$ cat config.mk
export PLATFORM = sky130hd
export DESIGN_NAME = flash_bank_mode_ctrl
export DESIGN_NICKNAME = d
export VERILOG_FILES = /design/src/rtl/fbm_pkg.sv /design/src/rtl/fbm_addr_split.sv /design/src/rtl/fbm_map_check.sv /design/src/rtl/fbm_mode_fsm.sv /design/src/rtl/fbm_read_route.sv /design/src/rtl/flash_bank_mode_ctrl.sv
export SDC_FILE = /design/constraint.sdc
export NUM_CORES = 1
export LEC_CHECK = 0
export BUFFER_PORTS_ARGS = -buffer_cell sky130_fd_sc_hd__buf_2
export CAP_MARGIN = 20
export CORE_MARGIN = 3
export CORE_UTILIZATION = 41
export DETAILED_ROUTE_END_ITERATION = 8
export GPL_TIMING_DRIVEN = 0
export PLACE_DENSITY = 0.69
export SETUP_SLACK_MARGIN = 0.3
export SYNTH_ARGS = -nofsm -noshare
export SYNTH_HDL_FRONTEND = slang
export SYNTH_HIERARCHICAL = 1
export SYNTH_SLANG_ARGS = --single-unit
export TNS_END_PERCENT = 20
$ cat constraint.sdc
create_clock -name clk -period 4.45 [get_ports clk]
set_input_delay 0.445 -clock clk [delete_from_list [all_inputs] [get_ports clk]]
set_output_delay 0.445 -clock clk [all_outputs]
set_load 0.005 [all_outputs]
$ cat src/rtl/fbm_pkg.sv
package fbm_pkg;

    typedef enum logic [1:0] {
        MODE_READ = 2'd0,
        MODE_BUSY = 2'd1,
        MODE_OVL  = 2'd2
    } bank_mode_e;

    typedef enum logic [1:0] {
        OVL_ID   = 2'd0,
        OVL_OTP  = 2'd1,
        OVL_LOCK = 2'd2,
        OVL_CFG  = 2'd3
    } ovl_kind_e;

    typedef enum logic [1:0] {
        SRC_ARRAY = 2'd0,
        SRC_OVL   = 2'd1,
        SRC_BUSY  = 2'd2,
        SRC_FILL  = 2'd3
    } rd_src_e;

    typedef enum logic [2:0] {
        CMD_NONE  = 3'd0,
        CMD_ENTER = 3'd1,
        CMD_EXIT  = 3'd2,
        CMD_PROG  = 3'd3,
        CMD_ERASE = 3'd4
    } cmd_e;

endpackage

$ cat src/rtl/fbm_addr_split.sv
module fbm_addr_split #(
    parameter int ADDR_W  = 16,
    parameter int BANK_W  = 2,
    parameter int SECT_W  = 3,
    parameter int CMD_LSB = 8
) (
    input  logic [ADDR_W-1:0]                 addr,
    output logic [BANK_W-1:0]                 bank,
    output logic [SECT_W-1:0]                 sect,
    output logic [ADDR_W-BANK_W-SECT_W-1:0]   off,
    output logic                              rsvd_ok
);
    localparam int OFF_W = ADDR_W - BANK_W - SECT_W;

    assign bank    = addr[ADDR_W-1 -: BANK_W];
    assign sect    = addr[OFF_W +: SECT_W];
    assign off     = addr[OFF_W-1:0];
    // bits between the sector field and the command's own low bits
    assign rsvd_ok = (addr[OFF_W-1:CMD_LSB] == '0);
endmodule

$ cat src/rtl/fbm_map_check.sv
module fbm_map_check #(
    parameter int OFF_W    = 11,
    parameter int ID_BITS  = 6,
    parameter int OTP_BITS = 8,
    parameter int CFG_BITS = 1
) (
    input  logic [1:0]       kind,
    input  logic [OFF_W-1:0] off,
    output logic             in_map,
    output logic             factory
);
    import fbm_pkg::*;

    always_comb begin
        in_map = 1'b0;
        unique case (ovl_kind_e'(kind))
            OVL_ID:   in_map = ((off >> ID_BITS) == '0);
            OVL_OTP:  in_map = ((off >> OTP_BITS) == '0);
            OVL_LOCK: in_map = (off == '0);
            OVL_CFG:  in_map = ((off >> CFG_BITS) == '0);
            default:  in_map = 1'b0;
        endcase
    end

    // lower half of the OTP region holds factory data
    assign factory = (ovl_kind_e'(kind) == OVL_OTP) && ((off >> (OTP_BITS - 1)) == '0);
endmodule

$ cat src/rtl/fbm_mode_fsm.sv
module fbm_mode_fsm #(
    parameter int NUM_BANKS = 4,
    parameter int SECT_W    = 3,
    localparam int BANK_W   = $clog2(NUM_BANKS)
) (
    input  logic                       clk,
    input  logic                       rst_n,
    input  fbm_pkg::cmd_e              cmd,
    input  logic                       cmd_reset,
    input  logic                       alg_done,
    input  logic [BANK_W-1:0]          cmd_bank,
    input  logic [SECT_W-1:0]          cmd_sect,
    input  logic                       cmd_rsvd_ok,
    input  logic                       cmd_in_map,
    input  logic                       cmd_factory,
    input  logic [1:0]                 cmd_kind,
    output logic [NUM_BANKS-1:0][1:0]  modes,
    output logic                       ovl_on,
    output logic [1:0]                 ovl_kind,
    output logic [SECT_W-1:0]          ovl_sect,
    output logic                       reject
);
    import fbm_pkg::*;

    typedef struct packed {
        logic [NUM_BANKS-1:0][1:0] mode;
        logic                      ovl_on;
        logic [1:0]                kind;
        logic [SECT_W-1:0]         sect;
        logic                      resume;
        logic                      reject;
    } state_t;

    state_t st_d, st_q;

    logic [NUM_BANKS-1:0] nonread_q;
    logic                 busy_any_q;
    logic                 ovl_ready_q;
    logic                 prog_in_ovl;

    always_comb begin
        for (int b = 0; b < NUM_BANKS; b++) begin
            nonread_q[b] = (st_q.mode[b] != MODE_READ);
        end
        busy_any_q = 1'b0;
        for (int b = 0; b < NUM_BANKS; b++) begin
            if (st_q.mode[b] == MODE_BUSY) busy_any_q = 1'b1;
        end
    end

    assign ovl_ready_q = st_q.ovl_on && (st_q.mode[0] == MODE_OVL);
    assign prog_in_ovl = ovl_ready_q && (cmd_bank == '0) && (cmd_sect == st_q.sect)
                       && (ovl_kind_e'(st_q.kind) != OVL_ID) && cmd_in_map && !cmd_factory;

    always_comb begin
        st_d        = st_q;
        st_d.reject = 1'b0;

        // algorithm completion: back to overlay if it was started there
        if (alg_done && busy_any_q) begin
            for (int b = 0; b < NUM_BANKS; b++) begin
                if (st_q.mode[b] == MODE_BUSY) begin
                    st_d.mode[b] = st_q.resume ? MODE_OVL : MODE_READ;
                end
            end
            st_d.resume = 1'b0;
        end

        if (cmd_reset) begin
            for (int b = 0; b < NUM_BANKS; b++) begin
                st_d.mode[b] = MODE_READ;
            end
            st_d.ovl_on = 1'b0;
            st_d.kind   = OVL_ID;
            st_d.sect   = '0;
            st_d.resume = 1'b0;
        end else begin
            unique case (cmd)
                CMD_ENTER: begin
                    if ((|nonread_q) || (cmd_bank != '0) || !cmd_rsvd_ok) begin
                        st_d.reject = 1'b1;
                    end else begin
                        st_d.mode[0] = MODE_OVL;
                        st_d.ovl_on  = 1'b1;
                        st_d.kind    = cmd_kind;
                        st_d.sect    = cmd_sect;
                    end
                end
                CMD_EXIT: begin
                    if (ovl_ready_q) begin
                        st_d.mode[0] = MODE_READ;
                        st_d.ovl_on  = 1'b0;
                        st_d.kind    = OVL_ID;
                        st_d.sect    = '0;
                    end else begin
                        st_d.reject = 1'b1;
                    end
                end
                CMD_PROG: begin
                    if (!cmd_rsvd_ok) begin
                        st_d.reject = 1'b1;
                    end else if (!(|nonread_q)) begin
                        st_d.mode[cmd_bank] = MODE_BUSY;
                    end else if (prog_in_ovl) begin
                        st_d.mode[0] = MODE_BUSY;
                        st_d.resume  = 1'b1;
                    end else begin
                        st_d.reject = 1'b1;
                    end
                end
                CMD_ERASE: begin
                    if (!cmd_rsvd_ok || (|nonread_q)) begin
                        st_d.reject = 1'b1;
                    end else begin
                        st_d.mode[cmd_bank] = MODE_BUSY;
                    end
                end
                default: ;
            endcase
        end
    end

    always_ff @(posedge clk or negedge rst_n) begin
        if (!rst_n) begin
            st_q <= '0;
        end else begin
            st_q <= st_d;
        end
    end

    assign modes    = st_q.mode;
    assign ovl_on   = st_q.ovl_on;
    assign ovl_kind = st_q.kind;
    assign ovl_sect = st_q.sect;
    assign reject   = st_q.reject;


    single_owner_chk: assert property (@(posedge clk) disable iff (!rst_n)
        $countones(nonread_q) <= 1);


    busy_enter_reject_chk: assert property (@(posedge clk) disable iff (!rst_n)
        (cmd == CMD_ENTER && !cmd_reset && (|nonread_q)) |=> (reject && $stable(modes)));


    cmd_reset_clear_chk: assert property (@(posedge clk) disable iff (!rst_n)
        cmd_reset |=> (nonread_q == '0 && !ovl_on && !reject));


    resume_ovl_chk: assert property (@(posedge clk) disable iff (!rst_n)
        (alg_done && !cmd_reset && st_q.resume && st_q.mode[0] == MODE_BUSY)
        |=> (st_q.mode[0] == MODE_OVL && ovl_on));


    idle_done_chk: assert property (@(posedge clk) disable iff (!rst_n)
        (alg_done && !busy_any_q && !cmd_reset && cmd == CMD_NONE) |=> $stable(st_q.mode));


    generate
        for (genvar g = 1; g < NUM_BANKS; g++) begin : g_ovl_low
            ovl_low_bank_chk: assert property (@(posedge clk) disable iff (!rst_n)
                st_q.mode[g] != MODE_OVL);
        end
    endgenerate
endmodule

$ cat src/rtl/fbm_read_route.sv
module fbm_read_route #(
    parameter int NUM_BANKS = 4,
    parameter int SECT_W    = 3,
    localparam int BANK_W   = $clog2(NUM_BANKS)
) (
    input  logic                       clk,
    input  logic                       rst_n,
    input  logic [NUM_BANKS-1:0][1:0]  modes,
    input  logic                       ovl_on,
    input  logic [SECT_W-1:0]          ovl_sect,
    input  logic [BANK_W-1:0]          rd_bank,
    input  logic [SECT_W-1:0]          rd_sect,
    input  logic                       rd_in_map,
    output logic [1:0]                 rd_src,
    output logic                       rd_undef
);
    import fbm_pkg::*;

    logic hit_sector;

    assign hit_sector = ovl_on && (rd_bank == '0) && (modes[0] == MODE_OVL)
                      && (rd_sect == ovl_sect);

    always_comb begin
        rd_src   = SRC_ARRAY;
        rd_undef = 1'b0;
        if (modes[rd_bank] == MODE_BUSY) begin
            rd_src = SRC_BUSY;
        end else if (hit_sector) begin
            if (rd_in_map) begin
                rd_src = SRC_OVL;
            end else begin
                rd_src   = SRC_FILL;
                rd_undef = 1'b1;
            end
        end
    end


    busy_src_chk: assert property (@(posedge clk) disable iff (!rst_n)
        (rd_src == SRC_BUSY) |-> (modes[rd_bank] == MODE_BUSY));


    ovl_src_chk: assert property (@(posedge clk) disable iff (!rst_n)
        (rd_src == SRC_OVL) |-> (ovl_on && rd_bank == '0 && modes[0] == MODE_OVL));
endmodule

$ cat src/rtl/flash_bank_mode_ctrl.sv
module flash_bank_mode_ctrl #(
    parameter int NUM_BANKS = 4,
    parameter int SECT_W    = 3,
    parameter int ADDR_W    = 16,
    parameter int CMD_LSB   = 8,
    parameter int ID_BITS   = 6,
    parameter int OTP_BITS  = 8,
    parameter int CFG_BITS  = 1
) (
    input  logic                     clk,
    input  logic                     rst_n,
    input  logic [ADDR_W-1:0]        rd_addr,
    input  logic [ADDR_W-1:0]        cmd_addr,
    input  logic [1:0]               cmd_ovl_type,
    input  logic                     cmd_ovl_enter,
    input  logic                     cmd_ovl_exit,
    input  logic                     cmd_program,
    input  logic                     cmd_erase,
    input  logic                     cmd_reset,
    input  logic                     alg_done,
    output logic [2*NUM_BANKS-1:0]   bank_mode,
    output logic [1:0]               rd_src,
    output logic                     rd_undef,
    output logic                     ovl_active,
    output logic [1:0]               ovl_type,
    output logic [SECT_W-1:0]        ovl_sector,
    output logic                     cmd_reject
);
    import fbm_pkg::*;

    localparam int BANK_W = $clog2(NUM_BANKS);
    localparam int OFF_W  = ADDR_W - BANK_W - SECT_W;

    logic [BANK_W-1:0] c_bank, r_bank;
    logic [SECT_W-1:0] c_sect, r_sect;
    logic [OFF_W-1:0]  c_off, r_off;
    logic              c_rsvd_ok, r_rsvd_unused;
    logic              c_in_map, c_factory, r_in_map, r_factory_unused;
    cmd_e              cmd;
    logic [NUM_BANKS-1:0][1:0] modes;
    logic              ovl_on;
    logic [1:0]        ovl_kind;
    logic [SECT_W-1:0] ovl_sect;

    fbm_addr_split #(.ADDR_W(ADDR_W), .BANK_W(BANK_W), .SECT_W(SECT_W), .CMD_LSB(CMD_LSB))
        u_cmd_split (.addr(cmd_addr), .bank(c_bank), .sect(c_sect), .off(c_off), .rsvd_ok(c_rsvd_ok));

    fbm_addr_split #(.ADDR_W(ADDR_W), .BANK_W(BANK_W), .SECT_W(SECT_W), .CMD_LSB(CMD_LSB))
        u_rd_split (.addr(rd_addr), .bank(r_bank), .sect(r_sect), .off(r_off), .rsvd_ok(r_rsvd_unused));

    fbm_map_check #(.OFF_W(OFF_W), .ID_BITS(ID_BITS), .OTP_BITS(OTP_BITS), .CFG_BITS(CFG_BITS))
        u_cmd_map (.kind(ovl_kind), .off(c_off), .in_map(c_in_map), .factory(c_factory));

    fbm_map_check #(.OFF_W(OFF_W), .ID_BITS(ID_BITS), .OTP_BITS(OTP_BITS), .CFG_BITS(CFG_BITS))
        u_rd_map (.kind(ovl_kind), .off(r_off), .in_map(r_in_map), .factory(r_factory_unused));

    // one command per cycle: enter, exit, program, erase in that order
    always_comb begin
        if (cmd_ovl_enter)      cmd = CMD_ENTER;
        else if (cmd_ovl_exit)  cmd = CMD_EXIT;
        else if (cmd_program)   cmd = CMD_PROG;
        else if (cmd_erase)     cmd = CMD_ERASE;
        else                    cmd = CMD_NONE;
    end

    fbm_mode_fsm #(.NUM_BANKS(NUM_BANKS), .SECT_W(SECT_W)) u_fsm (
        .clk        (clk),
        .rst_n      (rst_n),
        .cmd        (cmd),
        .cmd_reset  (cmd_reset),
        .alg_done   (alg_done),
        .cmd_bank   (c_bank),
        .cmd_sect   (c_sect),
        .cmd_rsvd_ok(c_rsvd_ok),
        .cmd_in_map (c_in_map),
        .cmd_factory(c_factory),
        .cmd_kind   (cmd_ovl_type),
        .modes      (modes),
        .ovl_on     (ovl_on),
        .ovl_kind   (ovl_kind),
        .ovl_sect   (ovl_sect),
        .reject     (cmd_reject)
    );

    fbm_read_route #(.NUM_BANKS(NUM_BANKS), .SECT_W(SECT_W)) u_route (
        .clk      (clk),
        .rst_n    (rst_n),
        .modes    (modes),
        .ovl_on   (ovl_on),
        .ovl_sect (ovl_sect),
        .rd_bank  (r_bank),
        .rd_sect  (r_sect),
        .rd_in_map(r_in_map),
        .rd_src   (rd_src),
        .rd_undef (rd_undef)
    );

    assign bank_mode  = modes;
    assign ovl_active = ovl_on;
    assign ovl_type   = ovl_kind;
    assign ovl_sector = ovl_sect;
endmodule

==> flow_summary.html, run 1 <==
<table>
<tr><th>Metric</th><th>Value</th></tr>
<tr><th colspan="2">Status</th></tr>
<tr><td>Outcome</td><td>finished clean</td></tr>
<tr><th colspan="2">Clock tree</th></tr>
<tr><td>Post-CTS resize count</td><td>0</td></tr>
<tr><td>Clock tree from TritonCTS</td><td>built</td></tr>
<tr><td>Deepest level of the CTS H-tree</td><td>1</td></tr>
<tr><td>Number of buffers added for setup after CTS</td><td>0</td></tr>
<tr><td>Clock root buffer</td><td>sky130_fd_sc_hd__clkbuf_8</td></tr>
<tr><td>Clk pin slew, worst setup/hold paths</td><td>0.06 ns</td></tr>
<tr><td>Number of buffers added to fix hold violations after cts</td><td>0</td></tr>
<tr><td>Number of buffers between clock root and the deepest sink</td><td>2</td></tr>
<tr><td>Total CTS buffers</td><td>3</td></tr>
<tr><td>TritonCTS Sinks</td><td>16</td></tr>
<tr><td>Clock insertion delay at the later pin of the skew report</td><td>0.24 ns</td></tr>
<tr><th colspan="2">Cells and area</th></tr>
<tr><td>Post-synthesis to final-layout area growth</td><td>16.1%</td></tr>
<tr><td>N_diodes</td><td>0</td></tr>
<tr><td>Nets@finish</td><td>between 200 and 250</td></tr>
<tr><td>Share of post-route cells with drive strength above 1</td><td>between 40% and 50%</td></tr>
<tr><td>Fill cell instance count of the final layout</td><td>360</td></tr>
<tr><td>Post-layout utilization of the core</td><td>51.4%</td></tr>
<tr><th colspan="2">Global routing</th></tr>
<tr><td>Maximum number of pins on one net before global-route repair</td><td>17</td></tr>
<tr><td>Via count of the first global-routing pass</td><td>1114</td></tr>
<tr><td>Total global routing track utilization</td><td>14.3%</td></tr>
<tr><td>First-pass GRT wire length</td><td>4970 um</td></tr>
<tr><td>Antenna violations before repair</td><td>0</td></tr>
<tr><td>Total congestion overflow</td><td>0</td></tr>
<tr><th colspan="2">Timing</th></tr>
<tr><td>Setup TNS</td><td>0 ns</td></tr>
<tr><td>Fin crit share</td><td>approximately 50%</td></tr>
<tr><td>Highest clock frequency the design can meet</td><td>roughly 0.44 GHz</td></tr>
<tr><td>Post-route clock skew</td><td>0.00155 ns</td></tr>
<tr><td>Final critical path time including I/O delays and setup</td><td>2.29 ns</td></tr>
<tr><td>Worst slew margin</td><td>62.7%</td></tr>
<tr><td>Hold violation count in the final report</td><td>0</td></tr>
<tr><td>Number of failing setup endpoints in the final timing report</td><td>0</td></tr>
<tr><td>Max Transition Viols Final</td><td>0</td></tr>
<tr><td>Unrepaired setup endpoints after global routing</td><td>no</td></tr>
<tr><td>Slew at the pin closest to its max-slew limit</td><td>around 0.55 ns</td></tr>
<tr><th colspan="2">Routing</th></tr>
<tr><td>Average via count per standard cell</td><td>roughly 5.1</td></tr>
<tr><td>Routed met3 length</td><td>183 um</td></tr>
<tr><td>Met2 wire length</td><td>1530 um</td></tr>
<tr><td>Total wire length</td><td>between 3000 and 4000 um</td></tr>
<tr><td>M1 WL</td><td>roughly 1500 um</td></tr>
<tr><td>1st-pass router iterations</td><td>4</td></tr>
<tr><td>Total via count in the routed design</td><td>around 1300</td></tr>
<tr><td>DRC Markers</td><td>0</td></tr>
<tr><td>Average wire per standard cell</td><td>12.8 um</td></tr>
<tr><td>Top metal layer carrying routed signals</td><td>met4</td></tr>
<tr><td>Residual antenna-violating net count after detailed routing</td><td>0</td></tr>
<tr><td>Detailed router's first-iteration violation count</td><td>between 40 and 50</td></tr>
<tr><th colspan="2">Floorplanning</th></tr>
<tr><td>Core region area</td><td>3490 um^2</td></tr>
<tr><td>Die height</td><td>between 60 and 70 um</td></tr>
<tr><td>Number of rows created at floorplan</td><td>21</td></tr>
<tr><td>Die footprint</td><td>between 4000 and 5000 um^2</td></tr>
<tr><td>I/O Pins</td><td>60</td></tr>
<tr><td>Floorplan die width</td><td>67.4 um</td></tr>
<tr><td>Starting density of the core</td><td>44.3%</td></tr>
<tr><th colspan="2">Power and ir drop</th></tr>
<tr><td>Clock group share of total power</td><td>32.5%</td></tr>
<tr><td>NetSw</td><td>75.6 uW</td></tr>
<tr><td>Cell Pwr Density</td><td>178 nW/um^2</td></tr>
<tr><td>Peak supply drop</td><td>0.0000833 V</td></tr>
<tr><td>Switching Share</td><td>between 20% and 30%</td></tr>
<tr><td>Sequential fraction of design power</td><td>between 40 and 50%</td></tr>
<tr><td>Final total power</td><td>between 300 and 400 uW</td></tr>
<tr><td>Comb pwr share</td><td>21.3%</td></tr>
<tr><td>Lkg Pwr</td><td>approximately 0.88 nW</td></tr>
<tr><td>Cell internal power dissipation</td><td>245 uW</td></tr>
<tr><th colspan="2">Synth</th></tr>
<tr><td>Post-Syn Nets</td><td>214</td></tr>
<tr><td>Post-Synthesis Cells</td><td>approximately 170</td></tr>
<tr><td>Mean post-synth cell area</td><td>9.00 um^2</td></tr>
<tr><td>Warnings, synthesis</td><td>6</td></tr>
<tr><td>Synthesized area</td><td>around 1500 um^2</td></tr>
<tr><th colspan="2">Worst setup path</th></tr>
<tr><td>Worst setup path startpoint</td><td>rd_addr[2]</td></tr>
<tr><td>Top Family by Delay on Critical Path</td><td>simple AND/OR/NAND/NOR gates</td></tr>
<tr><td>Number of buffers and inverters on the critical path</td><td>2</td></tr>
<tr><td>Critical path type</td><td>in2out</td></tr>
<tr><td>Critical Path Slowest Stage Cell</td><td>sky130_fd_sc_hd__or4_1</td></tr>
<tr><td>Critical path endpoint category</td><td>primary output</td></tr>
<tr><td>FF-to-FF Start</td><td>u_fsm/ovl_kind[0]</td></tr>
<tr><td>Chain of cells forming the critical path</td><td>buf_4 &gt; or4_1 &gt; o31ai_1 &gt; and3_1 &gt; nor4_2 &gt; nand4_1 &gt; o22ai_1 &gt; buf_2</td></tr>
<tr><td>Longest individual stage delay on the worst path</td><td>approximately 0.51 ns</td></tr>
<tr><td>Arrival time of the worst setup path</td><td>1.84 ns</td></tr>
<tr><td>Required time of the critical path</td><td>4.01 ns</td></tr>
<tr><td>Highest net fanout along the worst path</td><td>2</td></tr>
<tr><td>Critical path startpoint category</td><td>primary input</td></tr>
<tr><th colspan="2">Worst hold path</th></tr>
<tr><td>Worst hold-check path type</td><td>in2async</td></tr>
<tr><th colspan="2">Run</th></tr>
<tr><td>Number of max-capacitance violations reported</td><td>0</td></tr>
<tr><th colspan="2">Placed design</th></tr>
<tr><td>GP Congestion</td><td>about 0.79</td></tr>
<tr><td>HPWL after detailed placement</td><td>2650 um</td></tr>
<tr><td>Port buffer count</td><td>30</td></tr>
</table>
==> layout make-up <==
class / instances / area [um^2] / share of cell area (%)
multi-input combinational: 101 / 764 / 42.5
sequential: 16 / 400 / 22.3
buffer: 47 / 353 / 19.6
timing repair buffer: 30 / 150 / 8.36
tap: 46 / 57.6 / 3.20
clock buffer: 3 / 41.3 / 2.30
inverter: 8 / 30.0 / 1.67
==> worst reg2reg max path, stage by stage (launching register included) <==
cell,delay (ns)
sky130_fd_sc_hd__dfrtp_1,0.39
sky130_fd_sc_hd__buf_4,0.15
sky130_fd_sc_hd__and2b_2,0.20
sky130_fd_sc_hd__o31ai_1,0.06
sky130_fd_sc_hd__and3_1,0.15
sky130_fd_sc_hd__and4bb_2,0.25
sky130_fd_sc_hd__a211o_1,0.29
sky130_fd_sc_hd__a221oi_2,0.23
==> per-stage QoR <==
stage               instances  area [um^2]  hold slack [ns]  setup slack (ns)
floorplan                 172         1550            0.149              2.38
global placement          248         1760            0.378              2.13
detailed placement        248         1760            0.379              2.15
CTS                       251         1800            0.117              2.15
global route              251         1800            0.123              2.06
finish                    251         1800            0.108              2.16
==> placed cells by master (no fill, tap or decap), types with 2 or more instances in the layout <==
cell	n
sky130_fd_sc_hd__nor4_4	2
sky130_fd_sc_hd__a21o_2	2
sky130_fd_sc_hd__inv_1	8
sky130_fd_sc_hd__nand3b_1	4
sky130_fd_sc_hd__nand2b_1	4
sky130_fd_sc_hd__clkbuf_8	3
sky130_fd_sc_hd__nand4_1	5
sky130_fd_sc_hd__dfrtp_1	16
sky130_fd_sc_hd__nor3b_2	2
sky130_fd_sc_hd__nand4b_1	2
sky130_fd_sc_hd__a22o_1	5
sky130_fd_sc_hd__a21oi_1	8
sky130_fd_sc_hd__o22ai_1	3
sky130_fd_sc_hd__o21ai_0	5
sky130_fd_sc_hd__buf_4	45
sky130_fd_sc_hd__nor2_1	7
sky130_fd_sc_hd__and2b_2	3
sky130_fd_sc_hd__o31ai_1	2
sky130_fd_sc_hd__xor2_1	3
sky130_fd_sc_hd__nor2b_1	2
sky130_fd_sc_hd__nand3_1	4
sky130_fd_sc_hd__or4_1	2
sky130_fd_sc_hd__and3_1	3
sky130_fd_sc_hd__buf_2	30
sky130_fd_sc_hd__nor3b_1	2
sky130_fd_sc_hd__nor3_1	4
sky130_fd_sc_hd__xnor2_1	2
sky130_fd_sc_hd__a31oi_1	4
==> flip-flops by register name, indices dropped and copies added (netlist names) <==
| register | count |
|---|---|
| u_fsm/modes | 8 |
| u_fsm/ovl_sect | 3 |
| u_fsm/ovl_kind | 2 |
| u_fsm/ovl_on | 1 |
| u_fsm/reject | 1 |
| u_fsm/st_q | 1 |
==> power by group through the flow <==
stage | clock network (mW) | logic [mW] | registers [mW]
after floorplan | 0 | 0.0499 | 0.151
after global placement | 0 | 0.0676 | 0.151
after detailed placement | 0 | 0.0683 | 0.151
after CTS | 0.106 | 0.0687 | 0.148
after global routing | 0.115 | 0.0754 | 0.148
final | 0.104 | 0.0682 | 0.148
==> per-layer routing <==
metal,track usage [%],up-vias
li1,-,662
met1,19.9,590
met2,21.8,37
met3,2.33,2
met4,6.08,0
met5,0,-
==> worst paths after layout <==
check	end	slack (ns)	cells past startpoint
min in group clk	u_fsm/ovl_kind[0]	0.42	2
setup / recovery	rd_src[1]	2.16	8
max in group asynchronous	u_fsm/ovl_sect[0]	4.07	1
hold reg to reg	u_fsm/ovl_kind[0]	0.54	1
setup reg to reg	u_fsm/modes[1]	2.63	7
hold / removal	u_fsm/modes[5]	0.11	1
Note: power is estimated with default switching activity, not from simulation.
==> run 2: changes to the inputs <==
--- a/config.mk
+++ b/config.mk
@@ -5,13 +5,14 @@
 export SDC_FILE = /design/constraint.sdc
 export NUM_CORES = 1
 export LEC_CHECK = 0
+export ABC_AREA = 1
 export BUFFER_PORTS_ARGS = -buffer_cell sky130_fd_sc_hd__buf_2
 export CAP_MARGIN = 20
 export CORE_MARGIN = 3
 export CORE_UTILIZATION = 41
 export DETAILED_ROUTE_END_ITERATION = 8
 export GPL_TIMING_DRIVEN = 0
-export PLACE_DENSITY = 0.69
+export PLACE_DENSITY = 0.67
 export SETUP_SLACK_MARGIN = 0.3
 export SYNTH_ARGS = -nofsm -noshare
 export SYNTH_HDL_FRONTEND = slang
==> constraint.sdc (replaced) <==
create_clock -name clk -period 2.4 [get_ports clk]
set_input_delay 0.24 -clock clk [delete_from_list [all_inputs] [get_ports clk]]
set_output_delay 0.24 -clock clk [all_outputs]
set_load 0.005 [all_outputs]
==> flow_summary.html, run 2 <==
<table>
<tr><th>Metric</th><th>Value</th></tr>
<tr><th colspan="2">Status</th></tr>
<tr><td>Outcome</td><td>finished clean</td></tr>
<tr><th colspan="2">Power and ir drop</th></tr>
<tr><td>NetSw</td><td>172 uW (+130%)</td></tr>
<tr><td>Comb pwr share</td><td>25.6% (+4.3 points)</td></tr>
<tr><td>Lkg Pwr</td><td>1.10 nW (+26%)</td></tr>
<tr><td>Clock group share of total power</td><td>30.9% (-1.6 points)</td></tr>
<tr><td>Cell internal power dissipation</td><td>459 uW (+87%)</td></tr>
<tr><td>Cell Pwr Density</td><td>306 nW/um^2 (+72%)</td></tr>
<tr><td>Sequential fraction of design power</td><td>43.5% (-2.7 points)</td></tr>
<tr><td>Switching Share</td><td>27.2% (+3.7 points)</td></tr>
<tr><td>Peak supply drop</td><td>0.000213 V (+160%)</td></tr>
<tr><th colspan="2">Clock tree</th></tr>
<tr><td>Post-CTS resize count</td><td>0 (unchanged)</td></tr>
<tr><td>Clock root buffer</td><td>sky130_fd_sc_hd__clkbuf_8</td></tr>
<tr><td>Clk pin slew, worst setup/hold paths</td><td>0.06 ns (about the same)</td></tr>
<tr><td>TritonCTS Sinks</td><td>16 (unchanged)</td></tr>
<tr><td>Number of buffers added to fix hold violations after cts</td><td>1 (+1)</td></tr>
<tr><td>Clock tree from TritonCTS</td><td>built</td></tr>
<tr><td>Total CTS buffers</td><td>3 (unchanged)</td></tr>
<tr><td>Number of buffers added for setup after CTS</td><td>0 (unchanged)</td></tr>
<tr><td>Deepest level of the CTS H-tree</td><td>1 (unchanged)</td></tr>
<tr><td>Clock insertion delay at the later pin of the skew report</td><td>0.24 ns (about the same)</td></tr>
<tr><td>Number of buffers between clock root and the deepest sink</td><td>2 (unchanged)</td></tr>
<tr><th colspan="2">Worst setup path</th></tr>
<tr><td>Highest net fanout along the worst path</td><td>3 (+1)</td></tr>
<tr><td>Critical path startpoint category</td><td>flop</td></tr>
<tr><td>Required time of the critical path</td><td>2.16 ns (-1.85 ns)</td></tr>
<tr><td>Capturing point of the worst reg2reg path</td><td>u_fsm/st_q[1]</td></tr>
<tr><td>Arrival time of the worst setup path</td><td>1.46 ns (-0.38 ns)</td></tr>
<tr><td>Critical path type</td><td>reg2out</td></tr>
<tr><td>Critical path endpoint category</td><td>primary output</td></tr>
<tr><td>Flop-to-flop setup slack</td><td>0.75 ns (-1.88 ns)</td></tr>
<tr><td>Worst r2r path cells</td><td>10 (+3)</td></tr>
<tr><td>FF-to-FF Start</td><td>u_fsm/ovl_kind[1]</td></tr>
<tr><th colspan="2">Timing</th></tr>
<tr><td>Fin crit share</td><td>70.7%</td></tr>
<tr><td>Unrepaired setup endpoints after global routing</td><td>no</td></tr>
<tr><td>Slew at the pin closest to its max-slew limit</td><td>0.487 ns (-0.0679 ns)</td></tr>
<tr><td>Setup TNS</td><td>0 ns (unchanged)</td></tr>
<tr><td>Number of failing setup endpoints in the final timing report</td><td>0 (unchanged)</td></tr>
<tr><td>Final critical path time including I/O delays and setup</td><td>roughly 1.7 ns</td></tr>
<tr><td>Highest clock frequency the design can meet</td><td>around 0.59 GHz</td></tr>
<tr><td>Worst slew margin</td><td>67.5% (+4.9 points)</td></tr>
<tr><td>Post-route clock skew</td><td>0.00322 ns (+0.00167 ns)</td></tr>
<tr><td>Max Transition Viols Final</td><td>0 (unchanged)</td></tr>
<tr><td>Hold violation count in the final report</td><td>0 (unchanged)</td></tr>
<tr><th colspan="2">Worst hold path</th></tr>
<tr><td>Critical hold path startpoint</td><td>cmd_addr[15]</td></tr>
<tr><td>Worst hold-check path type</td><td>in2reg</td></tr>
<tr><td>Worst min-delay path endpoint</td><td>u_fsm/modes[6]</td></tr>
<tr><td>Worst Hold Depth</td><td>3</td></tr>
<tr><th colspan="2">Synth</th></tr>
<tr><td>Mean post-synth cell area</td><td>6.39 um^2 (-29%)</td></tr>
<tr><td>Synthesized area</td><td>1800 um^2 (+16%)</td></tr>
<tr><td>Post-Syn Nets</td><td>323 (+51%)</td></tr>
<tr><td>Post-Synthesis Cells</td><td>281 (+63%)</td></tr>
<tr><td>Warnings, synthesis</td><td>6 (unchanged)</td></tr>
<tr><th colspan="2">Routing</th></tr>
<tr><td>Average wire per standard cell</td><td>10.2 um (-20%)</td></tr>
<tr><td>Residual antenna-violating net count after detailed routing</td><td>0 (unchanged)</td></tr>
<tr><td>Total via count in the routed design</td><td>1689 (+31%)</td></tr>
<tr><td>1st-pass router iterations</td><td>4 (unchanged)</td></tr>
<tr><td>Total wire length</td><td>3730 um (+16%)</td></tr>
<tr><td>Detailed router's first-iteration violation count</td><td>57 (+24%)</td></tr>
<tr><td>Average via count per standard cell</td><td>4.63 (-10%)</td></tr>
<tr><td>DRC Markers</td><td>0 (unchanged)</td></tr>
<tr><th colspan="2">Cells and area</th></tr>
<tr><td>Nets@finish</td><td>359 (+44%)</td></tr>
<tr><td>Share of post-route cells with drive strength above 1</td><td>32.7% (-15 points)</td></tr>
<tr><td>Area occupied by multi-input gates</td><td>888 um^2 (+16%)</td></tr>
<tr><td>Register area</td><td>400 um^2 (unchanged)</td></tr>
<tr><td>Fill cell instance count of the final layout</td><td>427 (+19%)</td></tr>
<tr><td>Post-synthesis to final-layout area growth</td><td>14.7%</td></tr>
<tr><td>Post-layout utilization of the core</td><td>50.1% (-1.3 points)</td></tr>
<tr><td>Commonest non-fill, non-tap cells in the layout</td><td>sky130_fd_sc_hd__nand2_1 (67), sky130_fd_sc_hd__buf_4 (45), sky130_fd_sc_hd__inv_1 (38)</td></tr>
<tr><td>N_diodes</td><td>0 (unchanged)</td></tr>
<tr><td>Flip-flop count of the largest register, all copies and words added</td><td>8 (unchanged)</td></tr>
<tr><td>Post-Layout Inst Area</td><td>2060 um^2 (+15%)</td></tr>
<tr><td>Most common library cell in the layout ignoring fill and taps</td><td>sky130_fd_sc_hd__nand2_1</td></tr>
<tr><th colspan="2">Placed design</th></tr>
<tr><td>DP Area</td><td>2010 um^2 (+14%)</td></tr>
<tr><td>HPWL after detailed placement</td><td>3170 um (+20%)</td></tr>
<tr><td>GP Congestion</td><td>0.804 (+1.5%)</td></tr>
<tr><td>Port buffer count</td><td>30 (unchanged)</td></tr>
<tr><th colspan="2">Floorplanning</th></tr>
<tr><td>Floorplan die width</td><td>72.2 um (+7.1%)</td></tr>
<tr><td>I/O Pins</td><td>60 (unchanged)</td></tr>
<tr><td>Starting density of the core</td><td>43.7% (-0.63 points)</td></tr>
<tr><td>Number of rows created at floorplan</td><td>23 (+9.5%)</td></tr>
<tr><td>Die footprint</td><td>5210 um^2 (+15%)</td></tr>
<tr><td>Core region area</td><td>4120 um^2 (+18%)</td></tr>
<tr><td>Die height</td><td>72.2 um (+7.1%)</td></tr>
<tr><th colspan="2">Global routing</th></tr>
<tr><td>Global-route track usage on met3</td><td>1.66% (-0.67 points)</td></tr>
<tr><td>Most congested layer reported by global routing</td><td>met2</td></tr>
<tr><td>Total global routing track utilization</td><td>15.2% (+0.85 points)</td></tr>
<tr><td>Total congestion overflow</td><td>0 (unchanged)</td></tr>
<tr><td>Maximum number of pins on one net before global-route repair</td><td>17 (unchanged)</td></tr>
<tr><td>First-pass GRT wire length</td><td>6530 um (+32%)</td></tr>
<tr><td>Met1 routing resource usage after global routing</td><td>21.7% (+1.8 points)</td></tr>
<tr><td>Met2 track demand over resource in global routing</td><td>24.2% (+2.3 points)</td></tr>
<tr><td>Via count of the first global-routing pass</td><td>1536 (+38%)</td></tr>
<tr><td>Antenna violations before repair</td><td>0 (unchanged)</td></tr>
<tr><th colspan="2">Run</th></tr>
<tr><td>Number of max-capacitance violations reported</td><td>0 (unchanged)</td></tr>
</table>
[run 2: cell count changes in the layout (fill, tap and decap cells not counted), sizes merged, moves of 4 or more]
cell	change
a31oi	-4
nand2b	-4
a22o	-5
nand4	+9
nor3	+5
o21ai	+4
nand2	+70
nand3	+14
nor2	+23
inv	+33
[run 2: power by group through the flow]
stage               clock, mW  combinational, mW  sequential (mW)
finish                  0.195              0.162            0.274
global placement            0              0.159            0.279
CTS                     0.201              0.163            0.274
floorplan                   0              0.121            0.279
detailed placement          0              0.162            0.279
global route            0.212              0.182            0.274
[run 2: routing by layer]
| metal | part of all wire (%) | up-vias |
|---|---|---|
| li1 | - | 912 |
| met3 | 6.8 | 2 |
| met5 | 0 | - |
| met1 | 47 | 721 |
| met2 | 46 | 54 |
| met4 | 0.78 | 0 |
[run 2: cell type report]
| cell class | instances | share of cell area, % |
|---|---|---|
| well taps | 50 | 3.04 |
| flip-flops and latches | 16 | 19.4 |
| clock buffers | 3 | 2.00 |
| plain buffers | 47 | 16.8 |
| multi-input cells | 175 | 43.1 |
| inverters | 43 | 7.83 |
| repair buffers | 31 | 7.77 |
[run 2: metrics by stage]
stage	std cells	power (mW)	setup WS (ns)	hold WS [ns]
2_1_floorplan	281	0.401	0.938	-0.0556
3_3_place_gp	361	0.438	0.723	0.170
3_5_place_dp	361	0.441	0.692	0.173
4_1_cts	365	0.639	0.673	0.310
5_1_grt	365	0.668	0.530	0.334
6_report	365	0.631	0.703	0.314
[run 2: critical path: stages (launching register included)]
cell and delay (ns):
sky130_fd_sc_hd__dfrtp_1 0.39, sky130_fd_sc_hd__buf_4 0.15, sky130_fd_sc_hd__inv_1 0.07, sky130_fd_sc_hd__nand2_1 0.05
sky130_fd_sc_hd__o21ai_0 0.06, sky130_fd_sc_hd__nand2_1 0.06, sky130_fd_sc_hd__nor2_1 0.10, sky130_fd_sc_hd__inv_1 0.05
sky130_fd_sc_hd__nand4_1 0.11, sky130_fd_sc_hd__nand2_1 0.05, sky130_fd_sc_hd__buf_2 0.12
[run 2: worst max path at each step]
stage / startpoint / endpoint / depth (start not counted)
floorplan: u_fsm/ovl_kind[1] / u_fsm/modes[0] / 14
CTS: u_fsm/ovl_kind[1] / rd_src[1] / 10
detailed placement: cmd_ovl_enter / u_fsm/ovl_kind[1] / 12
global placement: cmd_ovl_enter / u_fsm/ovl_kind[1] / 12
finish: u_fsm/ovl_kind[1] / rd_src[1] / 10
global route: u_fsm/ovl_kind[1] / u_fsm/st_q[1] / 10
